$ cat src/rtl/rssi_pkg.sv
package rssi_pkg;

    localparam int VAL_W    = 5;
    localparam int STATUS_W = 8;
    localparam int VALID_BIT = VAL_W;

    typedef enum logic [1:0] {
        ST_IDLE    = 2'd0,
        ST_QUALIFY = 2'd1,
        ST_CONVERT = 2'd2,
        ST_HALT    = 2'd3
    } conv_state_e;

    typedef struct packed {
        logic             valid;
        logic [VAL_W-1:0] code;
    } rssi_result_t;

    typedef struct packed {
        logic start;
        logic capture;
        logic clear;
    } conv_ctl_t;

    function automatic logic [STATUS_W-1:0] pack_status(rssi_result_t r);
        logic [STATUS_W-1:0] b;
        b = '0;
        b[VAL_W-1:0] = r.code;
        b[VALID_BIT] = r.valid;
        return b;
    endfunction

    function automatic logic below_lim(logic [VAL_W-1:0] v, int lim);
        return int'(v) < lim;
    endfunction

    function automatic logic above_lim(logic [VAL_W-1:0] v, int lim);
        return int'(v) > lim;
    endfunction

endpackage

$ cat src/rtl/rssi_qual_timer.sv
module rssi_qual_timer #(
    parameter int QUAL_CYC = 650
) (
    input  logic clk,
    input  logic rst,
    input  logic enable,
    input  logic qualified,
    output logic expired
);
    localparam int CNT_W = (QUAL_CYC > 1) ? $clog2(QUAL_CYC) : 1;
    localparam logic [CNT_W-1:0] LAST = CNT_W'(QUAL_CYC - 1);

    logic [CNT_W-1:0] cnt;
    logic             counting;

    assign counting = enable && qualified;
    assign expired  = counting && (cnt == LAST);

    always_ff @(posedge clk) begin
        if (rst) begin
            cnt <= '0;
        end else if (!counting) begin
            cnt <= '0;
        end else if (cnt != LAST) begin
            cnt <= cnt + 1'b1;
        end
    end
endmodule

$ cat src/rtl/rssi_conv_fsm.sv
module rssi_conv_fsm
    import rssi_pkg::*;
(
    input  logic        clk,
    input  logic        rst,
    input  logic        rx_en,
    input  logic        force_cd,
    input  logic        qual_expired,
    input  logic        adc_done,
    output logic        qualifying,
    output logic        adc_start,
    output conv_ctl_t   ctl
);
    conv_state_e state, state_nx;
    logic        start_nx;

    assign qualifying = (state == ST_QUALIFY) && rx_en;

    always_comb begin
        state_nx = state;
        start_nx = 1'b0;
        ctl      = '0;
        if (!rx_en) begin
            state_nx  = ST_IDLE;
            ctl.clear = 1'b1;
        end else begin
            case (state)
                ST_IDLE: state_nx = ST_QUALIFY;
                ST_QUALIFY: begin
                    if (force_cd || qual_expired) begin
                        state_nx = ST_CONVERT;
                        start_nx = 1'b1;
                    end
                end
                ST_CONVERT: begin
                    if (adc_done) begin
                        state_nx    = ST_HALT;
                        ctl.capture = 1'b1;
                    end
                end
                ST_HALT: state_nx = ST_HALT;
                default: state_nx = ST_IDLE;
            endcase
        end
        ctl.start = start_nx;
    end

    always_ff @(posedge clk) begin
        if (rst) begin
            state     <= ST_IDLE;
            adc_start <= 1'b0;
        end else begin
            state     <= state_nx;
            adc_start <= start_nx;
        end
    end
endmodule

$ cat src/rtl/rssi_result_reg.sv
module rssi_result_reg
    import rssi_pkg::*;
#(
    parameter int WEAK_LIM   = 10,
    parameter int STRONG_LIM = 28
) (
    input  logic                clk,
    input  logic                rst,
    input  conv_ctl_t           ctl,
    input  logic [VAL_W-1:0]    adc_data,
    output logic [STATUS_W-1:0] status,
    output logic                weak_sig,
    output logic                strong_sig
);
    rssi_result_t res;

    always_ff @(posedge clk) begin
        if (rst) begin
            res <= '0;
        end else if (ctl.clear) begin
            res.valid <= 1'b0;
        end else if (ctl.capture) begin
            res.code  <= adc_data;
            res.valid <= 1'b1;
        end
    end

    assign status = pack_status(res);

    logic [1:0] cmp;
    genvar g;
    generate
        for (g = 0; g < 2; g++) begin : g_cmp
            if (g == 0) begin : g_weak
                assign cmp[g] = res.valid && below_lim(res.code, WEAK_LIM);
            end else begin : g_strong
                assign cmp[g] = res.valid && above_lim(res.code, STRONG_LIM);
            end
        end
    endgenerate

    assign weak_sig   = cmp[0];
    assign strong_sig = cmp[1];
endmodule

$ cat src/rtl/rssi_ctrl.sv
module rssi_ctrl
    import rssi_pkg::*;
#(
    parameter int QUAL_CYC   = 650,
    parameter int WEAK_LIM   = 10,
    parameter int STRONG_LIM = 28
) (
    input  logic                clk,
    input  logic                rst,
    input  logic                rx_en,
    input  logic                carrier_det,
    input  logic                above_floor,
    input  logic                force_cd,
    output logic                adc_start,
    input  logic [VAL_W-1:0]    adc_data,
    input  logic                adc_done,
    output logic [STATUS_W-1:0] status,
    output logic                weak_sig,
    output logic                strong_sig
);
    logic      qualifying;
    logic      qual_expired;
    conv_ctl_t ctl;

    rssi_qual_timer #(.QUAL_CYC(QUAL_CYC)) u_timer (
        .clk       (clk),
        .rst       (rst),
        .enable    (qualifying),
        .qualified (carrier_det && above_floor),
        .expired   (qual_expired)
    );

    rssi_conv_fsm u_fsm (
        .clk          (clk),
        .rst          (rst),
        .rx_en        (rx_en),
        .force_cd     (force_cd),
        .qual_expired (qual_expired),
        .adc_done     (adc_done),
        .qualifying   (qualifying),
        .adc_start    (adc_start),
        .ctl          (ctl)
    );

    rssi_result_reg #(.WEAK_LIM(WEAK_LIM), .STRONG_LIM(STRONG_LIM)) u_res (
        .clk        (clk),
        .rst        (rst),
        .ctl        (ctl),
        .adc_data   (adc_data),
        .status     (status),
        .weak_sig   (weak_sig),
        .strong_sig (strong_sig)
    );
endmodule

$ cat config.mk
export PLATFORM = sky130hd
export DESIGN_NAME = rssi_ctrl
export DESIGN_NICKNAME = d
export VERILOG_FILES = /design/src/rtl/rssi_pkg.sv /design/src/rtl/rssi_qual_timer.sv /design/src/rtl/rssi_conv_fsm.sv /design/src/rtl/rssi_result_reg.sv /design/src/rtl/rssi_ctrl.sv
export SDC_FILE = /design/constraint.sdc
export NUM_CORES = 1
export LEC_CHECK = 0
export BUFFER_PORTS_ARGS = -buffer_cell sky130_fd_sc_hd__buf_2
export CELL_PAD_IN_SITES_DETAIL_PLACEMENT = 0
export CELL_PAD_IN_SITES_GLOBAL_PLACEMENT = 1
export CORE_ASPECT_RATIO = 0.75
export CORE_MARGIN = 5
export CORE_UTILIZATION = 40
export DETAILED_ROUTE_END_ITERATION = 8
export PLACE_DENSITY = 0.83
export SYNTH_ARGS = -nofsm -noshare
export SYNTH_HDL_FRONTEND = slang
export SYNTH_SLANG_ARGS = --single-unit
$ cat constraint.sdc
create_clock -name clk -period 2.6 [get_ports clk]
set_input_delay 0.13 -clock clk [delete_from_list [all_inputs] [get_ports clk]]
set_output_delay 0.13 -clock clk [all_outputs]
set_load 0.01 [all_outputs]
==> impl_metrics.json <==
{
  "drt_iter0_drc": 9,
  "worstHoldPathType": "in -> reg",
  "average_wire_per_cell_in_the_routed_design_um": 11.95,
  "outcome": "completed",
  "coreArea_sq_mm": 0.002032,
  "max_clock_freq_mhz": 615.3,
  "synth_simple_gate_area_share_pct": 26.62,
  "grt-ovfl-total": 0,
  "first_global_vias": 663,
  "setup_tns_ns": 0,
  "synth_area_per_cell_sq_um": 9.154,
  "cts-htree-levels": 1,
  "timing.clock.skew_ns": 0.003983,
  "worst_r2r_startpoint": "u_timer.cnt[0]",
  "dp_cells": 136,
  "yosys_register_bits": 19,
  "clockBufferDepth": 2,
  "crit_path_start_kind": "flop",
  "arrival_ns": 1.81,
  "post_cts_buffers": 0,
  "worst-endpoint-required_ns": 2.79,
  "drc_errors_left": 0,
  "yosys.area_share.xor_xnor_pct": 8.058,
  "yosys_warn_count": 0,
  "multi_input_area_sq_um": 451.7,
  "worstReg2RegEnd": "u_fsm.state[0]",
  "cts_sinks": 19,
  "firstDrtPassIters": 4,
  "synth_cells": 95,
  "worst_r2r_path_depth": 5,
  "synth_adder_area_share_pct": 2.878,
  "finalSetupViolCount": 0,
  "final_hpwl_dp_um": 1302,
  "synth.yosys.seq_area_share_pct": 43.74,
  "netlist.top_cell.by_area": "sky130_fd_sc_hd__dfxtp_1",
  "post-route-worst-setup-slack_ns": 0.9748,
  "syn-cell-area_sq_um": 869.6,
  "share_of_synthesized_area_spent_on_multiplexers_pct": 5.755,
  "initial_core_util_pct": 42.80,
  "clk-insertion-delay-late_ns": 0.30,
  "slew_viol_final": 0,
  "final-hold-violation-count": 0,
  "finalWirelength_um": 1673,
  "layout.cells.non_filler": 140,
  "antenna_found_initial": 0,
  "critPathCaptureType": "flop",
  "power.density_mw_per_mm2": 465.1,
  "critical_path.max_fanout": 5,
  "grt_use_total_pct": 11.71,
  "ctsRootBufferMaster": "sky130_fd_sc_hd__clkbuf_4",
  "cts.clk_slew.worst_paths_ns": 0.10,
  "finalWeightedCongestion": 0.7833,
  "regArea_sq_um": 380.4,
  "netlist-cell-type-count": 29,
  "placement_rows": 14,
  "critical_path_class": "reg -> reg",
  "place_worst_setup_slack_ns": 0.9847,
  "synth_top_family_by_area": "simple AND/OR/NAND/NOR gates",
  "buffer_ports.inserted": 20,
  "worst_hold_slack_ns": 0.05531,
  "top_level_ports": 23,
  "route.antenna.remaining_nets": 0,
  "cts_resizes": 0,
  "p_leak_uw": 0.0004413,
  "dieArea_sq_mm": 0.003216,
  "synth-compound-area-share_pct": 7.770,
  "ff2ff_setup_slack_ns": 0.97,
  "post_synth_main_area_contributors": "sky130_fd_sc_hd__dfxtp_1 (44%), sky130_fd_sc_hd__nor2_1 (8.6%), sky130_fd_sc_hd__xor2_1 (6.0%)",
  "worst_hold_startpoint": "force_cd",
  "antenna-diode-count": 0,
  "final_layout_size_suffix_gt1_share_pct": 21.55,
  "finalWorstPathRequiredPeriod_ns": 1.625,
  "die-width_um": 63.84,
  "layout.nets": 131,
  "holdBufCountCts": 0,
  "vias_after_detailed_routing": 700,
  "dieHeight_um": 50.38,
  "max_cap_violations": 0,
  "numCtsBuffers": 3,
  "area_growth_pct": 14.96,
  "final.fill_count": 209,
  "maximum_number_of_pins_on_one_net_before_global_route_repair": 11,
  "irDropWorstVdd_v": 0.0003253,
  "post-route-period-util_pct": 62.51,
  "min_to": "u_fsm.state[0]",
  "grt_first_pass_wirelength_um": 2946,
  "cts_tree": "yes",
  "rsz0062_at_grt": "no",
  "min_path_cells": 2,
  "post-synth-top-area-fraction_pct": 43.74,
  "detail_route.vias_per_cell": 5.000
}
## flip-flops by register name, indices dropped and copies added (netlist names)
register,flops
u_timer.cnt,10
u_res.status,6
u_fsm.state,2
u_fsm.adc_start,1
## worst max path at each step
stage | start | end | slack (ns) | cells past startpoint
3_3_place_gp | u_timer.cnt[4] | u_fsm.state[0] | 1.05 | 4
6_report | u_timer.cnt[0] | u_fsm.state[0] | 0.97 | 5
4_1_cts | u_timer.cnt[0] | u_fsm.state[0] | 0.96 | 5
2_1_floorplan | u_timer.cnt[4] | u_fsm.state[0] | 1.11 | 5
3_5_place_dp | u_timer.cnt[0] | u_fsm.state[0] | 0.98 | 5
5_1_grt | u_timer.cnt[0] | u_fsm.state[0] | 0.86 | 5
## worst max-delay path, stage by stage (launching register included)
cell,delay [ns]
sky130_fd_sc_hd__dfxtp_1,0.43
sky130_fd_sc_hd__ha_1,0.19
sky130_fd_sc_hd__nand4b_1,0.12
sky130_fd_sc_hd__or3_1,0.50
sky130_fd_sc_hd__nor3_4,0.19
sky130_fd_sc_hd__a2111oi_0,0.09
## cell families (layout without fill, tap and decap cells)
| family | after synthesis | in the layout |
|---|---|---|
| AND/OR/NAND/NOR | 44 | 44 |
| flip-flops | 19 | 19 |
| AO/OA/AOI/OAI | 9 | 9 |
| XOR/XNOR | 8 | 8 |
| buffers and inverters | 7 | 27 |
| multiplexers | 5 | 5 |
| adder cells (fa/ha/maj) | 2 | 2 |
| other | 1 | 2 |
## cell usage in the layout, fill, tap and decap left out
cell                        synthesis  routed
sky130_fd_sc_hd__nor2_1            20      20
sky130_fd_sc_hd__a211oi_2           1       1
sky130_fd_sc_hd__xor2_1             6       6
sky130_fd_sc_hd__xnor2_1            2       2
sky130_fd_sc_hd__a21oi_1            2       2
sky130_fd_sc_hd__buf_2              0      20
sky130_fd_sc_hd__o31ai_1            1       1
sky130_fd_sc_hd__clkbuf_4           0       3
sky130_fd_sc_hd__nand4b_1           2       2
sky130_fd_sc_hd__and3_1             1       1
sky130_fd_sc_hd__ha_1               2       2
sky130_fd_sc_hd__nand2b_1           4       4
sky130_fd_sc_hd__and4_1             1       1
sky130_fd_sc_hd__o21a_1             2       2
sky130_fd_sc_hd__nor3_1             1       1
sky130_fd_sc_hd__a2111oi_0          1       1
sky130_fd_sc_hd__inv_1              3       3
sky130_fd_sc_hd__or3_1              4       4
sky130_fd_sc_hd__nor3_4             1       1
sky130_fd_sc_hd__o31a_1             1       1
sky130_fd_sc_hd__nand2_1            3       3
sky130_fd_sc_hd__nand4_1            3       3
sky130_fd_sc_hd__dfxtp_1           19      19
sky130_fd_sc_hd__o21ai_0            1       1
sky130_fd_sc_hd__nand3_1            3       3
sky130_fd_sc_hd__clkbuf_1           1       1
sky130_fd_sc_hd__mux2i_1            5       5
sky130_fd_sc_hd__nor3b_1            1       1
sky130_fd_sc_hd__conb_1             1       2
## per-stage QoR
| step | total power [uW] | cell area, sq um | utilization [%] |
|---|---|---|---|
| finish | 465.0 | 999.7 | 49.20 |
| global route | 492.2 | 999.7 | 49.20 |
| CTS | 473.5 | 999.7 | 49.20 |
| detailed placement | 322.6 | 973.4 | 47.91 |
| global placement | 321.9 | 973.4 | 47.91 |
| floorplan | 312.3 | 873.3 | - |
## final cells by class
class / count / share of cell area [%]
clock buffer: 4 / 2.628
inverter: 3 / 1.126
multi-input combinational: 70 / 45.18
sequential: 19 / 38.05
tap: 24 / 3.004
timing repair buffer: 20 / 10.01
## Yosys cell counts
| cell type | count |
|---|---|
| sky130_fd_sc_hd__conb_1 | 1 |
| sky130_fd_sc_hd__o21a_1 | 2 |
| sky130_fd_sc_hd__nor3b_1 | 1 |
| sky130_fd_sc_hd__inv_1 | 3 |
| sky130_fd_sc_hd__ha_1 | 2 |
| sky130_fd_sc_hd__o31a_1 | 1 |
| sky130_fd_sc_hd__buf_6 | 1 |
| sky130_fd_sc_hd__nand2b_1 | 4 |
| sky130_fd_sc_hd__nand4_1 | 3 |
| sky130_fd_sc_hd__nand2_1 | 3 |
| sky130_fd_sc_hd__o21ai_0 | 1 |
| sky130_fd_sc_hd__a2111oi_0 | 1 |
| sky130_fd_sc_hd__and3_1 | 1 |
| sky130_fd_sc_hd__nand4b_1 | 2 |
| sky130_fd_sc_hd__xnor2_1 | 2 |
| sky130_fd_sc_hd__nor3_4 | 1 |
| sky130_fd_sc_hd__a21oi_1 | 2 |
| sky130_fd_sc_hd__buf_4 | 2 |
| sky130_fd_sc_hd__nor3_1 | 1 |
| sky130_fd_sc_hd__dfxtp_1 | 19 |
| sky130_fd_sc_hd__xor2_1 | 6 |
| sky130_fd_sc_hd__and4_1 | 1 |
| sky130_fd_sc_hd__nand3_1 | 3 |
| sky130_fd_sc_hd__o31ai_1 | 1 |
| sky130_fd_sc_hd__or3_1 | 4 |
| sky130_fd_sc_hd__clkbuf_1 | 1 |
| sky130_fd_sc_hd__a211oi_2 | 1 |
| sky130_fd_sc_hd__nor2_1 | 20 |
| sky130_fd_sc_hd__mux2i_1 | 5 |
## where the power goes
part	total [uW]	switching, uW	internal (uW)
clock network	149	89.5	59.8
logic	21.1	11.3	9.75
registers	295	1.74	293
## routing by layer
layer	GRT usage, %	vias up	wire, um
met4	3.114	0	17
met3	5.580	2	82
met1	14.36	320	832
met2	18.39	13	742
met5	0	-	0
li1	-	365	-
Note: power is estimated with default switching activity, not from simulation.
